### config.mk
export PLATFORM = sky130hd
export DESIGN_NAME = tbase_gen
export DESIGN_NICKNAME = d
export VERILOG_FILES = /design/src/rtl/tbase_gen.sv
export SDC_FILE = /design/constraint.sdc
export NUM_CORES = 1
export LEC_CHECK = 0
export BUFFER_PORTS_ARGS = -buffer_cell sky130_fd_sc_hd__buf_2
export CAP_MARGIN = 20
export CORE_ASPECT_RATIO = 0.75
export CORE_MARGIN = 8
export CORE_UTILIZATION = 49
export CTS_CLUSTER_SIZE = 8
export DETAILED_ROUTE_END_ITERATION = 8
export MAX_ROUTING_LAYER = met4
export PLACE_DENSITY = 0.73
export SETUP_SLACK_MARGIN = 0.02
export SYNTH_ARGS = -nofsm -noshare
export SYNTH_HDL_FRONTEND = slang
export SYNTH_SLANG_ARGS = --single-unit
### constraint.sdc
create_clock -name clk -period 1.41 [get_ports clk]
set_input_delay 0.0705 -clock clk [delete_from_list [all_inputs] [get_ports clk]]
set_output_delay 0.0705 -clock clk [all_outputs]
set_load 0.05 [all_outputs]
### src/rtl/tbase_gen.sv
module tbase_gen #(
  parameter int CNT_W = 15,
  parameter int TB_LO = 12,
  parameter int RT_LO = 8
) (
  input  logic       clk,
  input  logic       rst,
  input  logic [1:0] src_sel,
  input  logic       wdt_tick,
  input  logic       rtc_tick,
  input  logic [1:0] tb_cfg,
  input  logic [2:0] rt_sel,
  output logic       fs_tick,
  output logic       tb_pulse,
  output logic       rt_pulse
);

  localparam int TB_SH = CNT_W - TB_LO;
  localparam int RT_SH = CNT_W - RT_LO;
  localparam logic [CNT_W-1:0] ONES = {CNT_W{1'b1}};

  logic [1:0]       div_q;
  logic [CNT_W-1:0] pre_q;
  logic             src_tick;
  logic [CNT_W-1:0] tb_mask;
  logic [CNT_W-1:0] rt_mask;

  always_ff @(posedge clk) begin
    if (rst) div_q <= '0;
    else     div_q <= div_q + 2'd1;
  end

  always_comb begin
    case (src_sel)
      2'd0:    src_tick = (div_q == 2'd3);
      2'd1:    src_tick = wdt_tick;
      2'd2:    src_tick = rtc_tick;
      default: src_tick = 1'b0;
    endcase
  end

  assign fs_tick = src_tick & ~rst;

  always_ff @(posedge clk) begin
    if (rst)          pre_q <= '0;
    else if (fs_tick) pre_q <= pre_q + 1'b1;
  end

  assign tb_mask  = ONES >> (TB_SH - int'(tb_cfg));
  assign rt_mask  = ONES >> (RT_SH - int'(rt_sel));
  assign tb_pulse = fs_tick && ((pre_q & tb_mask) == tb_mask);
  assign rt_pulse = fs_tick && ((pre_q & rt_mask) == rt_mask);

endmodule

==> implementation parameters, run 1 <==
Parameter                              Value

Final layout
  Ant diodes    0
  Layout cells sized above 1    55.70%
  Area overhead of the layout relative to synthesis    62.38%
  Net count reported at finish    163

Floorplan
  Initial core utilization    52.64%
  Die Outline Area    3548 sq um
  X dimension of the die    66.16 microns
  Top-Level Pins    14
  Std cell rows    13
  Die height    53.62 microns
  Placeable Area    1757 sq um

Global route
  Overall Global Routing Usage    16.47%
  Number of global-route vias before repair    972
  Global Route met3 Usage    6.625%
  Most congested layer reported by global routing    met2
  GRT met2 Usage    26.24%
  Initial antenna violation count    0
  First-pass GRT wire length    4305 microns
  Overflow left after global routing    0
  GR met1 Demand/Resource    17.54%
  Maximum number of pins on one net before global-route repair    19

STA
  Number of pins with negative max-slew slack in the final report    0
  PnR worst setup slack    -456.4 ps
  Number of endpoints failing setup at the final stage    18
  Post-route minimum period    1866 ps
  Clock skew after layout    4.407 ps
  Worst hold slack after final layout    252.1 ps
  Max Clk Rate    0.5358 GHz
  Count of final hold-check violations    0
  Share of the clock period used by the worst path after layout    132.4%
  RSZ-0062 raised after global routing    true
  Normalized max-slew margin    78.92%
  Worst-margin pin slew    313.5 ps
  Total negative slack for setup checks    -5296 ps

Yosys
  Post-synthesis async set-or-reset flop share    0%
  Number of standard cells after synthesis    110
  Synth top area cells    sky130_fd_sc_hd__dfxtp_1 (37%), sky130_fd_sc_hd__o31ai_1 (8.1%), sky130_fd_sc_hd__or4_1 (8.1%)
  Mean cell area of the mapped netlist    8.406 sq um
  Number of distinct standard cells referenced by the synthesized netlist    33
  Yosys synthesis warning count    0
  Top_reg_cell synth    sky130_fd_sc_hd__dfxtp_1
  Share of the synthesized area in the top cell type    36.81%
  Post-synthesis register bit count    17
  Biggest area consumer among synthesized cells    sky130_fd_sc_hd__dfxtp_1
  Net count after synthesis    123
  Cell Area, Synth    924.6 sq um
  Count of flip-flops with a built-in enable after synthesis    0
  Share of the yosys chip area belonging to registers    36.81%

Detailed routing
  Number of violations reported at the end of detailed-routing iteration 0    107
  WL/cell    20.75 microns
  Overall via count from detail_route    1,120
  Antenna viol nets, final    0
  DRC violation count after routing    0
  Post-Route WL    3549 microns
  Router iterations before antenna repair    4
  Routed via count divided by cell count    6.550

Critical path
  CP Class    reg -> reg
  Slowest stage cell on the critical path    sky130_fd_sc_hd__or4_1
  CP cell instances    ha_4 -> mux2i_1 -> o21a_2 -> buf_12 -> buf_16 -> or4_1 -> a21oi_1
  Worst-case register-to-register setup slack    -460 ps
  Critical path required time    1640 ps
  WP data arrival    2100 ps
  Highest cell delay on the worst timing path    540 ps
  Setup crit end kind    flip-flop
  Crit Path Max Fanout    5
  Setup crit start kind    flip-flop

Clock network
  Clock slew at the register clock pins of the worst setup and hold paths    110 ps
  CTS tree    yes
  Number of clock buffers inserted by TritonCTS    3
  CTS max path bufs    2
  Sinks on the clock net    17
  Clk Tree Root Cell    sky130_fd_sc_hd__clkbuf_4
  Number of H-tree branching levels    1
  Worst skew pair latency    300 ps

Placed design
  Global placement routability congestion    0.7521
  Number of port buffers    13
  Post-DP HPWL    1688 microns
  Pre-CTS setup slack    -215.7 ps

Power and ir drop
  Largest vdd supply drop    0.7478 mV
  Power per cell area    672.6 nW/um^2
  Total power consumption of the routed design    0.001010 W
  Leakage component of the power    0.5739 nW

Run status
  Status    complete, but fails checks
  Violated checks    setup timing

Flow run
  Max Cap Viol    0

Worst hold path
  Path type of the worst min-delay path    in -> reg
-- layout make-up --
class                   count  area (sq um)
well taps                  22         27.53
fillers                    92         255.2
inverters                   3         11.26
repair buffers             41         402.9
flip-flops and latches     17         346.6
multi-input cells          84         685.7
clock buffers               3         22.52
clock inverters             1         5.005
-- cell usage after synthesis (2+ instances only) --
| cell type | instances |
|---|---|
| sky130_fd_sc_hd__a21oi_1 | 13 |
| sky130_fd_sc_hd__nor2_1 | 10 |
| sky130_fd_sc_hd__ha_1 | 2 |
| sky130_fd_sc_hd__buf_2 | 2 |
| sky130_fd_sc_hd__or4_1 | 10 |
| sky130_fd_sc_hd__o21ai_0 | 6 |
| sky130_fd_sc_hd__mux2i_1 | 2 |
| sky130_fd_sc_hd__nand4_1 | 3 |
| sky130_fd_sc_hd__clkbuf_1 | 2 |
| sky130_fd_sc_hd__nand3_1 | 4 |
| sky130_fd_sc_hd__o31ai_1 | 10 |
| sky130_fd_sc_hd__nand2_1 | 5 |
| sky130_fd_sc_hd__dfxtp_1 | 17 |
| sky130_fd_sc_hd__inv_1 | 3 |
| sky130_fd_sc_hd__and2_1 | 2 |
| sky130_fd_sc_hd__or3_1 | 2 |
-- power breakdown --
part	total [W]	internal, W	switching (W)
clock network	0.000281	0.000106	0.000175
registers	0.000504	0.000492	0.0000116
logic	0.000225	0.000125	0.0000996
-- layout by cell type (no fill, tap or decap), types with 5 or more instances in the layout --
master                    netlist  final
sky130_fd_sc_hd__a21oi_2        0     10
sky130_fd_sc_hd__nor2_1        10      9
sky130_fd_sc_hd__buf_4          0     19
sky130_fd_sc_hd__dfxtp_2        0      5
sky130_fd_sc_hd__dfxtp_1       17     12
sky130_fd_sc_hd__o31ai_1       10      8
sky130_fd_sc_hd__or4_4          0      7
sky130_fd_sc_hd__buf_2          2     10
-- layer usage --
| layer | part of all wire (%) | up-vias |
|---|---|---|
| met3 | 9.6 | 18 |
| met4 | 4.5 | 0 |
| met5 | 0 | - |
| met1 | 40 | 521 |
| met2 | 46 | 80 |
| li1 | - | 501 |
-- timing repair --
item,4_1_cts,5_1_grt
cloned,2,1
hold buffers,0,0
pin swaps,19,15
resized for setup,19,31
setup buffers,8,1
setup endpoints to repair,18,18
endpoints found under the hold margin,0,0
-- kinds of logic (layout without fill, tap and decap cells) --
| logic type | count (synthesis) | count (layout) | synth area share [%] |
|---|---|---|---|
| multiplexers | 2 | 2 | 2.165 |
| XOR/XNOR | 1 | 1 | 0.9474 |
| AO/OA/AOI/OAI | 34 | 34 | 22.60 |
| buffers and inverters | 9 | 48 | 4.736 |
| AND/OR/NAND/NOR | 45 | 45 | 30.04 |
| flip-flops | 17 | 17 | 36.81 |
| adder cells (fa/ha/maj) | 2 | 2 | 2.706 |
-- worst paths after layout --
| path | cells past startpoint | end | startpoint |
|---|---|---|---|
| setup / recovery | 7 | pre_q[5]$_SDFFE_PP0P_ | div_q[0]$_SDFF_PP0_ |
| hold / removal | 3 | pre_q[13]$_SDFFE_PP0P_ | rst |
| setup reg to reg | 7 | pre_q[5]$_SDFFE_PP0P_ | div_q[0]$_SDFF_PP0_ |
| hold reg to reg | 2 | pre_q[11]$_SDFFE_PP0P_ | pre_q[11]$_SDFFE_PP0P_ |
-- through the flow --
stage	util (%)	cells	cell area (sq um)
after global placement	65.46	155	1150
after global routing	85.47	171	1501
after detailed placement	65.46	155	1150
after CTS	77.14	169	1355
final	85.47	171	1501
after floorplan	-	110	969.7
-- state kept, by name (all words and copies together) (netlist names) --
register	count
pre_q	15
div_q	2
-- critical path: cells and delay by family (launching register included) --
kind | cells | cell delay (ps)
AOI/OAI and AO/OA | 2 | 410
adders and majority gates | 1 | 130
buffers and inverters | 2 | 280
DFF | 1 | 370
muxes | 1 | 60
and+or+nand+nor | 1 | 540
(Power assumes the default switching activity.)
==> inputs of run 2 (changes only) <==
--- a/config.mk
+++ b/config.mk
@@ -15,6 +15,7 @@
 export MAX_ROUTING_LAYER = met4
 export PLACE_DENSITY = 0.73
 export SETUP_SLACK_MARGIN = 0.02
+export SKIP_LAST_GASP = 1
 export SYNTH_ARGS = -nofsm -noshare
 export SYNTH_HDL_FRONTEND = slang
 export SYNTH_SLANG_ARGS = --single-unit
==> constraint.sdc (replaced) <==
create_clock -name clk -period 1.65 [get_ports clk]
set_input_delay 0.0825 -clock clk [delete_from_list [all_inputs] [get_ports clk]]
set_output_delay 0.0825 -clock clk [all_outputs]
set_load 0.05 [all_outputs]
==> implementation parameters, run 2 (synthesis gave the netlist of run 1 again) <==
Parameter                              Value

STA
  RSZ-0062 raised after global routing    true
  Number of endpoints failing setup at the final stage    5
  Post-route minimum period    1729 ps
  Count of final hold-check violations    0
  Max Clk Rate    0.5782 GHz
  Clock skew after layout    9.676 ps
  Worst hold slack after final layout    245.5 ps
  Share of the clock period used by the worst path after layout    104.8%
  Normalized max-slew margin    77.84%
  Number of pins with negative max-slew slack in the final report    0
  Worst-margin pin slew    329.6 ps
  PnR worst setup slack    -79.47 ps

Power and ir drop
  Leakage component of the power    0.4964 nW
  Power per cell area    589.3 nW/um^2
  Largest vdd supply drop    0.5074 mV

Floorplan
  Die height    53.62 microns
  Die Outline Area    3548 sq um
  Placeable Area    1757 sq um
  Std cell rows    13
  X dimension of the die    66.16 microns
  Top-Level Pins    14
  Initial core utilization    52.64%

Final layout
  Number of cells in the finished layout apart from fillers    163
  Ant diodes    0
  Biggest regs    pre_q (15), div_q (2)
  Flip-flop count of the largest register after layout    15
  Largest reg by FF count    pre_q
  Commonest non-fill, non-tap cell in the layout    sky130_fd_sc_hd__buf_4
  Leading cell types in the layout, fill and taps excluded    sky130_fd_sc_hd__buf_4 (12), sky130_fd_sc_hd__buf_2 (11), sky130_fd_sc_hd__o31ai_1 (10)
  Area overhead of the layout relative to synthesis    45.20%
  Net count reported at finish    155
  Layout cells sized above 1    51.06%
  Cell area after layout    1343 sq um

Detailed routing
  Routed via count divided by cell count    6.135
  Post-Route WL    2674 microns
  DRC violation count after routing    0
  Overall via count from detail_route    1,000
  WL/cell    16.40 microns
  Router iterations before antenna repair    4
  Number of violations reported at the end of detailed-routing iteration 0    53
  Antenna viol nets, final    0

Critical path
  CP startpoint    div_q[0]$_SDFF_PP0_
  Crit Path Max Fanout    7
  Setup crit start kind    flip-flop
  Slowest stage cell on the critical path    sky130_fd_sc_hd__or4_4
  Setup crit end kind    flip-flop
  Worst-case register-to-register setup slack    -80 ps
  Highest cell delay on the worst timing path    510 ps
  Depth of the worst register-to-register path    7
  CP cell instances    ha_4 -> mux2i_1 -> o21a_2 -> buf_4 -> buf_6 -> or4_4 -> a21oi_2
  CP Class    reg -> reg
  Critical path required time    1890 ps
  Worst reg2reg path startpoint    div_q[0]$_SDFF_PP0_
  WP data arrival    1960 ps

Clock network
  Worst skew pair latency    300 ps
  Number of H-tree branching levels    1
  Number of clock buffers inserted by TritonCTS    3
  CTS tree    yes
  CTS max path bufs    2
  Clock slew at the register clock pins of the worst setup and hold paths    100 ps
  Sinks on the clock net    17
  Clk Tree Root Cell    sky130_fd_sc_hd__clkbuf_4

Global route
  GR met1 Demand/Resource    15.18%
  GRT met2 Usage    24.96%
  Overflow left after global routing    0
  Most congested layer reported by global routing    met2
  Global Route met3 Usage    5.797%
  Initial antenna violation count    0
  Maximum number of pins on one net before global-route repair    19
  Number of global-route vias before repair    917
  Overall Global Routing Usage    14.77%
  First-pass GRT wire length    3912 microns

Placed design
  Pre-CTS setup slack    -35.85 ps
  Post-DP HPWL    1587 microns
  Global placement routability congestion    0.7856
  Number of port buffers    13
  Placement Cell Area    1069 sq um
  Number of instances in the placed design    146

Run status
  Status    complete, but fails checks
  Violated checks    setup timing

Worst hold path
  Min-Delay Path Depth    3
  Worst min-delay path startpoint    rst
  Path type of the worst min-delay path    in -> reg

Flow run
  Max Cap Viol    0
==> run 2: final cells by class <==
| type | count | area, sq um |
|---|---|---|
| well taps | 22 | 27.53 |
| multi-input cells | 84 | 649.4 |
| repair buffers | 33 | 272.8 |
| clock buffers | 4 | 26.28 |
| fillers | 124 | 414.1 |
| inverters | 3 | 11.26 |
| flip-flops and latches | 17 | 355.3 |
==> run 2: critical path, delay by kind of cell (launching register included) <==
family                   cells  cell delay (ps)
flip-flops                   1              360
adder cells (fa/ha/maj)      1              120
multiplexers                 1               60
buffers and inverters        2              270
AO/OA/AOI/OAI                2              350
AND/OR/NAND/NOR              1              510
==> run 2: timing repair <==
action,4_1_cts,5_1_grt
hold buffers,0,0
setup buffers,8,4
cloned,1,0
resized for setup,21,26
hold endpoints to repair,0,0
endpoints found under the setup margin,14,15
pin swaps,14,9
==> run 2: where the power goes <==
part | switching, W | internal, W
Sequential | 0.00000635 | 0.000418
Combinational | 0.0000679 | 0.0000672
Clock | 0.000137 | 0.0000944
Total | 0.000211 | 0.000580
==> run 2: final timing paths <==
check                      endpoint
min          pre_q[13]$_SDFFE_PP0P_
max reg2reg   pre_q[5]$_SDFFE_PP0P_
max           pre_q[5]$_SDFFE_PP0P_
min reg2reg     div_q[0]$_SDFF_PP0_
==> run 2: metal layers <==
metal  vias up  wire, microns
met5         -              0
met4         0             68
met3         8            189
met2        29           1300
met1       481           1116
li1        482              -
==> run 2: metrics by stage <==
| stage | power [W] | TNS [ps] | utilization (%) |
|---|---|---|---|
| after global routing | 0.0008270 | -796.8 | 76.42 |
| after global placement | 0.0005239 | 0 | 60.83 |
| final | 0.0007912 | -232.5 | 76.42 |
| after floorplan | 0.0004838 | 0 | - |
| after detailed placement | 0.0005279 | -138.8 | 60.83 |
| after CTS | 0.0007790 | -128.7 | 70.01 |
